===== config.mk =====
export PLATFORM = sky130hd
export DESIGN_NAME = jtag_scan_port
export DESIGN_NICKNAME = d
export VERILOG_FILES = /design/src/rtl/jtag_scan_pkg.sv /design/src/rtl/jtag_tap_ctrl.sv /design/src/rtl/jtag_scan_dp.sv /design/src/rtl/jtag_scan_port.sv
export SDC_FILE = /design/constraint.sdc
export NUM_CORES = 1
export LEC_CHECK = 0
export BUFFER_PORTS_ARGS = -buffer_cell sky130_fd_sc_hd__buf_2
export CORE_UTILIZATION = 60
export CTS_CLUSTER_DIAMETER = 50
export DETAILED_ROUTE_END_ITERATION = 12
export PLACE_DENSITY = 0.78
export SYNTH_ARGS = -nofsm -noshare
export SYNTH_HDL_FRONTEND = slang
export SYNTH_HIERARCHICAL = 1
export SYNTH_SLANG_ARGS = --single-unit
export TNS_END_PERCENT = 10

===== constraint.sdc =====
create_clock -name tck -period 3.26 [get_ports tck]
set_input_delay 0.163 -clock tck [delete_from_list [all_inputs] [get_ports tck]]
set_output_delay 0.163 -clock tck [all_outputs]
set_load 0.02 [all_outputs]

===== src/rtl/jtag_scan_pkg.sv =====
package jtag_scan_pkg;

  typedef enum logic [3:0] {
    TAP_RESET,
    TAP_IDLE,
    TAP_SEL_DR,
    TAP_CAP_DR,
    TAP_SHIFT_DR,
    TAP_EXIT1_DR,
    TAP_PAUSE_DR,
    TAP_EXIT2_DR,
    TAP_UPD_DR,
    TAP_SEL_IR,
    TAP_CAP_IR,
    TAP_SHIFT_IR,
    TAP_EXIT1_IR,
    TAP_PAUSE_IR,
    TAP_EXIT2_IR,
    TAP_UPD_IR
  } tapState_e;

  typedef enum logic [1:0] {
    SEL_BYPASS = 2'd0,
    SEL_ID     = 2'd1,
    SEL_USER   = 2'd2
  } drSel_e;

  // Strobes handed from the controller to the datapath; each names
  // the state the controller is currently in.
  typedef struct packed {
    logic inReset;
    logic captureIr;
    logic shiftIr;
    logic updateIr;
    logic captureDr;
    logic shiftDr;
    logic updateDr;
  } scanStrobe_t;

  function automatic tapState_e tapNext(input tapState_e cur, input logic tms);
    tapState_e nxt;
    case (cur)
      TAP_RESET:    nxt = tms ? TAP_RESET    : TAP_IDLE;
      TAP_IDLE:     nxt = tms ? TAP_SEL_DR   : TAP_IDLE;
      TAP_SEL_DR:   nxt = tms ? TAP_SEL_IR   : TAP_CAP_DR;
      TAP_CAP_DR:   nxt = tms ? TAP_EXIT1_DR : TAP_SHIFT_DR;
      TAP_SHIFT_DR: nxt = tms ? TAP_EXIT1_DR : TAP_SHIFT_DR;
      TAP_EXIT1_DR: nxt = tms ? TAP_UPD_DR   : TAP_PAUSE_DR;
      TAP_PAUSE_DR: nxt = tms ? TAP_EXIT2_DR : TAP_PAUSE_DR;
      TAP_EXIT2_DR: nxt = tms ? TAP_UPD_DR   : TAP_SHIFT_DR;
      TAP_UPD_DR:   nxt = tms ? TAP_SEL_DR   : TAP_IDLE;
      TAP_SEL_IR:   nxt = tms ? TAP_RESET    : TAP_CAP_IR;
      TAP_CAP_IR:   nxt = tms ? TAP_EXIT1_IR : TAP_SHIFT_IR;
      TAP_SHIFT_IR: nxt = tms ? TAP_EXIT1_IR : TAP_SHIFT_IR;
      TAP_EXIT1_IR: nxt = tms ? TAP_UPD_IR   : TAP_PAUSE_IR;
      TAP_PAUSE_IR: nxt = tms ? TAP_EXIT2_IR : TAP_PAUSE_IR;
      TAP_EXIT2_IR: nxt = tms ? TAP_UPD_IR   : TAP_SHIFT_IR;
      TAP_UPD_IR:   nxt = tms ? TAP_SEL_DR   : TAP_IDLE;
      default:      nxt = TAP_RESET;
    endcase
    return nxt;
  endfunction

endpackage


===== src/rtl/jtag_tap_ctrl.sv =====
module jtag_tap_ctrl
  import jtag_scan_pkg::*;
(
  input  logic        tck,
  input  logic        trstN,
  input  logic        tmsIn,
  output scanStrobe_t strobes
);

  tapState_e tapState;

  // Only this register sees the asynchronous reset.
  always_ff @(posedge tck or negedge trstN) begin
    if (!trstN) tapState <= TAP_RESET;
    else        tapState <= tapNext(tapState, tmsIn);
  end

  always_comb begin
    strobes           = '0;
    strobes.inReset   = (tapState == TAP_RESET);
    strobes.captureIr = (tapState == TAP_CAP_IR);
    strobes.shiftIr   = (tapState == TAP_SHIFT_IR);
    strobes.updateIr  = (tapState == TAP_UPD_IR);
    strobes.captureDr = (tapState == TAP_CAP_DR);
    strobes.shiftDr   = (tapState == TAP_SHIFT_DR);
    strobes.updateDr  = (tapState == TAP_UPD_DR);
  end

  AST_FIVE_HIGH_RESET: assert property (@(posedge tck) disable iff (!trstN)
    (tmsIn && $past(tmsIn) && $past(tmsIn, 2) && $past(tmsIn, 3) && $past(tmsIn, 4))
      |=> (tapState == TAP_RESET));

  AST_RESET_TO_IDLE: assert property (@(posedge tck) disable iff (!trstN)
    (tapState == TAP_RESET && !tmsIn) |=> (tapState == TAP_IDLE));

  AST_IDLE_HOLD: assert property (@(posedge tck) disable iff (!trstN)
    (tapState == TAP_IDLE && !tmsIn) |=> (tapState == TAP_IDLE));

endmodule


===== src/rtl/jtag_scan_dp.sv =====
module jtag_scan_dp
  import jtag_scan_pkg::*;
#(
  parameter int              IR_W       = 4,
  parameter int              USER_W     = 8,
  parameter logic [31:0]     ID_VALUE   = 32'h4A5C3E2B,
  parameter logic [IR_W-1:0] CODE_ID    = 4'b1110,
  parameter logic [IR_W-1:0] CODE_USER  = 4'b1010,
  parameter logic [IR_W-1:0] CAPTURE_IR = 4'b0001
) (
  input  logic            tck,
  input  logic            trstN,
  input  logic            tdiIn,
  input  scanStrobe_t     strobes,
  output logic            tdoOut,
  output logic            tdoEn,
  output logic [IR_W-1:0] curInstr,
  output logic [1:0]      drSel
);

  localparam int              ID_W    = 32;
  localparam int              DR_W    = (ID_W > USER_W) ? ID_W : USER_W;
  localparam int              IDX_W   = $clog2(DR_W);
  localparam logic [ID_W-1:0] ID_WORD = ID_VALUE | 32'd1;

  typedef logic [IDX_W-1:0] drIdx_t;

  logic [IR_W-1:0]   irChain;
  logic [IR_W-1:0]   irActive;
  logic [DR_W-1:0]   drChain;
  logic [DR_W-1:0]   drShifted;
  logic [USER_W-1:0] userReg;
  drSel_e            selCode;
  drIdx_t            topIdx;

  // Instruction decode: unassigned codes fall back to bypass.
  always_comb begin
    if (irActive == CODE_ID)        selCode = SEL_ID;
    else if (irActive == CODE_USER) selCode = SEL_USER;
    else                            selCode = SEL_BYPASS;
  end

  // Index of the chain bit that receives the serial input.
  always_comb begin
    case (selCode)
      SEL_ID:   topIdx = drIdx_t'(ID_W - 1);
      SEL_USER: topIdx = drIdx_t'(USER_W - 1);
      default:  topIdx = '0;
    endcase
  end

  for (genvar b = 0; b < DR_W; b++) begin : g_drBit
    if (b == DR_W - 1) begin : g_msb
      assign drShifted[b] = tdiIn;
    end else begin : g_mid
      assign drShifted[b] = (topIdx == drIdx_t'(b)) ? tdiIn : drChain[b + 1];
    end
  end

  // Instruction scan chain.
  always_ff @(posedge tck) begin
    if (strobes.captureIr)    irChain <= CAPTURE_IR;
    else if (strobes.shiftIr) irChain <= {tdiIn, irChain[IR_W-1:1]};
  end

  // Active instruction: the reset state selects the identification code.
  always_ff @(posedge tck) begin
    if (strobes.inReset)       irActive <= CODE_ID;
    else if (strobes.updateIr) irActive <= irChain;
  end

  // Shared data scan chain.
  always_ff @(posedge tck) begin
    if (strobes.captureDr) begin
      case (selCode)
        SEL_ID:   drChain <= DR_W'(ID_WORD);
        SEL_USER: drChain <= DR_W'(userReg);
        default:  drChain <= '0;
      endcase
    end else if (strobes.shiftDr) begin
      drChain <= drShifted;
    end
  end

  // Only the user register accepts updates.
  always_ff @(posedge tck) begin
    if (strobes.updateDr && selCode == SEL_USER) userReg <= drChain[USER_W-1:0];
  end

  // Serial output on the falling edge, enabled only while shifting.
  always_ff @(negedge tck or negedge trstN) begin
    if (!trstN) begin
      tdoOut <= 1'b0;
      tdoEn  <= 1'b0;
    end else if (strobes.shiftIr) begin
      tdoOut <= irChain[0];
      tdoEn  <= 1'b1;
    end else if (strobes.shiftDr) begin
      tdoOut <= drChain[0];
      tdoEn  <= 1'b1;
    end else begin
      tdoOut <= 1'b0;
      tdoEn  <= 1'b0;
    end
  end

  assign curInstr = irActive;
  assign drSel    = selCode;

  AST_TDO_ONLY_SHIFT: assert property (@(posedge tck) disable iff (!trstN)
    tdoEn |-> (strobes.shiftIr || strobes.shiftDr));

  AST_IR_COMMIT: assert property (@(posedge tck) disable iff (!trstN)
    strobes.updateIr |=> (irActive == $past(irChain)));

  AST_RESET_SELECTS_ID: assert property (@(posedge tck) disable iff (!trstN)
    strobes.inReset |=> (irActive == CODE_ID));

  AST_ID_CAPTURE: assert property (@(posedge tck) disable iff (!trstN)
    (strobes.captureDr && selCode == SEL_ID) |=> (drChain[ID_W-1:0] == ID_WORD));

  AST_USER_HOLD: assert property (@(posedge tck) disable iff (!trstN)
    !(strobes.updateDr && selCode == SEL_USER) |=> $stable(userReg));

endmodule


===== src/rtl/jtag_scan_port.sv =====
module jtag_scan_port
  import jtag_scan_pkg::*;
#(
  parameter int              IR_W       = 4,
  parameter int              USER_W     = 8,
  parameter logic [31:0]     ID_VALUE   = 32'h4A5C3E2B,
  parameter logic [IR_W-1:0] CODE_ID    = 4'b1110,
  parameter logic [IR_W-1:0] CODE_USER  = 4'b1010,
  parameter logic [IR_W-1:0] CAPTURE_IR = 4'b0001
) (
  input  logic            tck,
  input  logic            trstN,
  input  logic            tmsIn,
  input  logic            tdiIn,
  output logic            tdoOut,
  output logic            tdoEn,
  output logic [IR_W-1:0] curInstr,
  output logic [1:0]      drSel
);

  scanStrobe_t strobes;

  jtag_tap_ctrl u_ctrl (
    .tck     (tck),
    .trstN   (trstN),
    .tmsIn   (tmsIn),
    .strobes (strobes)
  );

  jtag_scan_dp #(
    .IR_W       (IR_W),
    .USER_W     (USER_W),
    .ID_VALUE   (ID_VALUE),
    .CODE_ID    (CODE_ID),
    .CODE_USER  (CODE_USER),
    .CAPTURE_IR (CAPTURE_IR)
  ) u_dp (
    .tck      (tck),
    .trstN    (trstN),
    .tdiIn    (tdiIn),
    .strobes  (strobes),
    .tdoOut   (tdoOut),
    .tdoEn    (tdoEn),
    .curInstr (curInstr),
    .drSel    (drSel)
  );

endmodule


==> impl_metrics.py <==
metrics = {
    "routing": {
        "drtIter0Drc": 86,
        "routed_wl_um": 3950,
        "vias": 1450,
        "vias_per_cell": 5.73,
        "drc": 0,
        "wl_per_cell_um": 15.6,
        "drtAntennaViolNets": 0,
        "drtPass1Iterations": 4,
    },
    "global_routing": {
        "grt_remaining_overflow": 0,
        "grt_max_degree": 42,
        "grt_pass1_vias": 1367,
        "grt.total_usage_pct": 21.3,
        "grt_pass1_wl_um": 6590,
        "antenna_found_initial": 0,
    },
    "critical_path": {
        "path_max_fanout": 12,
        "crit_type": "flip-flop to flip-flop",
        "start_kind": "flip-flop",
        "path_cells": "nand2b_1, nor2_1, or2_2",
        "crit_family": "simple AND/OR/NAND/NOR gates",
        "arrival_ns": 1.50,
        "slowest_stage": "dfrtp_1",
        "worstPathRequired_ns": 1.78,
        "setup.worst_path.end_class": "flip-flop",
        "worst-path-buf-inv": 0,
        "slowest_delay_ns": 0.58,
    },
    "die": {
        "core_um2": 3740,
        "rows": 22,
        "io_pins": 12,
        "fp.dieArea_um2": 4230,
        "fp.dieW_um": 65.1,
        "die_h_um": 65.1,
        "start_util_pct": 63.8,
    },
    "placed_design": {
        "place.gp.congestion": 0.848,
        "dp_cells": 244,
        "post-place-ws_ns": 0.295,
        "portBuffers": 11,
        "dp.final_hpwl_um": 2530,
    },
    "clocking": {
        "numClockSinks": 54,
        "cts-root-buf": "clkbuf_8",
        "clkSlewWorstSetupHoldPaths_ns": 0.08,
        "clk_latency_ns": 0.30,
        "cts_tree": "done",
        "cts_inserted_buffers": 5,
        "cts-resized-gates": 0,
        "clk_path_buf_depth": 2,
        "cts_max_level": 2,
    },
    "sta": {
        "timing.slew.headroom_pct": 49.7,
        "worst_slew_pin_slew_ns": 0.754,
        "slew_violations": 0,
        "setup_tns_ns": 0,
        "worst_slack_ns": 0.276,
        "skew_ns": 0.00881,
        "hold_viol": 0,
        "setup_viol": 0,
        "rsz0062_at_grt": "false",
    },
    "synthesis": {
        "synth_adder_area_share_pct": 0,
        "synth-main-ff-cell": "edfxtp_1",
        "synthesis.area_um2": 2390,
        "muxShareOfSynthArea_pct": 2.52,
        "synth_edf_count": 40,
        "netlist_instances": 193,
        "synth-xor-area-share_pct": 0,
        "seq_area_frac_synth_pct": 63.3,
        "ys_ff_latch": 54,
        "synthArstFlopShare_pct": 11.1,
        "synth_warnings": 6,
        "synth-simple-area-share_pct": 13.5,
        "synth_area_per_cell_um2": 12.4,
        "synthDistinctLibCells": 45,
        "synth_compound_area_share_pct": 13.1,
        "syn-num-nets": 197,
        "synth_top_family_by_area": "simple AND/OR/NAND/NOR gates",
    },
    "finish": {
        "final_cells": 253,
        "finalNetCount": 208,
        "area_growth_pct": 6.08,
        "final_cell_mix": "edfxtp_1 (40), inv_1 (20), nor2b_1 (18)",
        "drive_above_1_share_pct": 19.0,
        "n_antenna_cell": 0,
        "final_common_cell": "edfxtp_1",
        "fillers": 282,
    },
    "run_status": {
        "status": "completed",
    },
    "pwr": {
        "peakVddDrop_uv": 553,
        "p_leak_uw": 0.000975,
        "power.density_nw_per_um2": 984,
    },
    "hold_path": {
        "hp-class": "primary input to flip-flop",
    },
    "run": {
        "cap_violations": 0,
    },
}
-- worst paths after layout --
check,startpoint,end,slack [ns],cells past startpoint
worst max-delay path,u_ctrl/tapState[2],u_dp/tdoEn,0.28,3
worst min-delay path,tdiIn,u_dp/irChain[3],0.15,3
worst max register to register,u_ctrl/tapState[2],u_dp/tdoEn,0.28,3
worst min register to register,u_dp/drChain[2],u_dp/userReg[2],0.46,0
max in group asynchronous,trstN,u_dp/tdoOut,1.37,2
min in group asynchronous,trstN,u_ctrl/tapState[0],0.20,2
-- cell families (layout without fill, tap and decap cells) --
| family | after synthesis | in the layout |
|---|---|---|
| simple gates | 55 | 55 |
| mux | 6 | 6 |
| buf+inv | 34 | 46 |
| compound gates | 44 | 44 |
| flops | 54 | 54 |
-- state kept, by name (all words and copies together), names as in the netlist --
register and cells:
u_dp/tdoOut 1, u_dp/curInstr 4, u_ctrl/tapState 4, u_dp/drChain 32, u_dp/irChain 4, u_dp/tdoEn 1
u_dp/userReg 8
-- cell usage after synthesis (2+ instances only) --
| cell type | n | area, µm² |
|---|---|---|
| edfxtp_1 | 40 | 1200 |
| inv_1 | 20 | 75.1 |
| nor2b_1 | 18 | 113 |
| o21ai_0 | 11 | 55.1 |
| nand2_1 | 10 | 37.5 |
| o21ai_2 | 10 | 87.6 |
| nor2_1 | 9 | 33.8 |
| dfxtp_1 | 8 | 160 |
| mux2i_1 | 6 | 60.1 |
| buf_2 | 5 | 25.0 |
| a211o_1 | 4 | 35.0 |
| dfrtp_1 | 4 | 100 |
| o211ai_1 | 4 | 30.0 |
| o22ai_1 | 4 | 25.0 |
| a21oi_1 | 3 | 15.0 |
| buf_4 | 2 | 15.0 |
| buf_6 | 2 | 22.5 |
| dfrtn_1 | 2 | 50.1 |
| inv_2 | 2 | 7.51 |
| nor3_1 | 2 | 10.0 |
| nor4_1 | 2 | 12.5 |
| or2_2 | 2 | 12.5 |
-- layout make-up --
class / instances / area (µm²) / share of cell area (%)
sequential: 54 / 1510 / 59.7
clock inverter: 1 / 7.51 / 0.296
inverter: 22 / 82.6 / 3.26
tap: 48 / 60.1 / 2.37
clock buffer: 7 / 76.3 / 3.01
timing repair buffer: 16 / 95.1 / 3.75
multi-input combinational: 105 / 699 / 27.6
-- metal layers --
| metal | wire [µm] | vias up | GRT usage (%) | part of all wire, % |
|---|---|---|---|---|
| met5 | 0 | - | 0 | 0 |
| met4 | 73 | 0 | 8.15 | 1.8 |
| met3 | 174 | 10 | 5.99 | 4.4 |
| met2 | 1860 | 52 | 32.6 | 47 |
| met1 | 1850 | 685 | 29.0 | 47 |
| li1 | - | 703 | - | - |
-- power by group --
group | switching [µW] | leakage [µW] | internal, µW
clock | 198 | 0.0000385 | 152
combinational | 540 | 0.000426 | 330
sequential | 156 | 0.000511 | 1120
-- tightest hold or removal path: stages --
cell and delay (ns):
buf_2 0.11, mux2i_1 0.07, nor2_1 0.07
-- repair_timing --
action	CTS	global route
hold buffers	1	0
hold endpoints to repair	4	0
setup buffers	0	0
-- metrics by stage --
stage / cell area, µm² / power, µW / utilization [%] / hold slack, ns
floorplan: 2390 / 1970 / - / -0.133
global placement: 2440 / 2090 / 65.1 / -0.0115
detailed placement: 2440 / 2140 / 65.1 / -0.00953
CTS: 2530 / 2500 / 67.6 / 0.136
global route: 2530 / 2650 / 67.6 / 0.137
finish: 2530 / 2490 / 67.6 / 0.151
(Power assumes the default switching activity.)
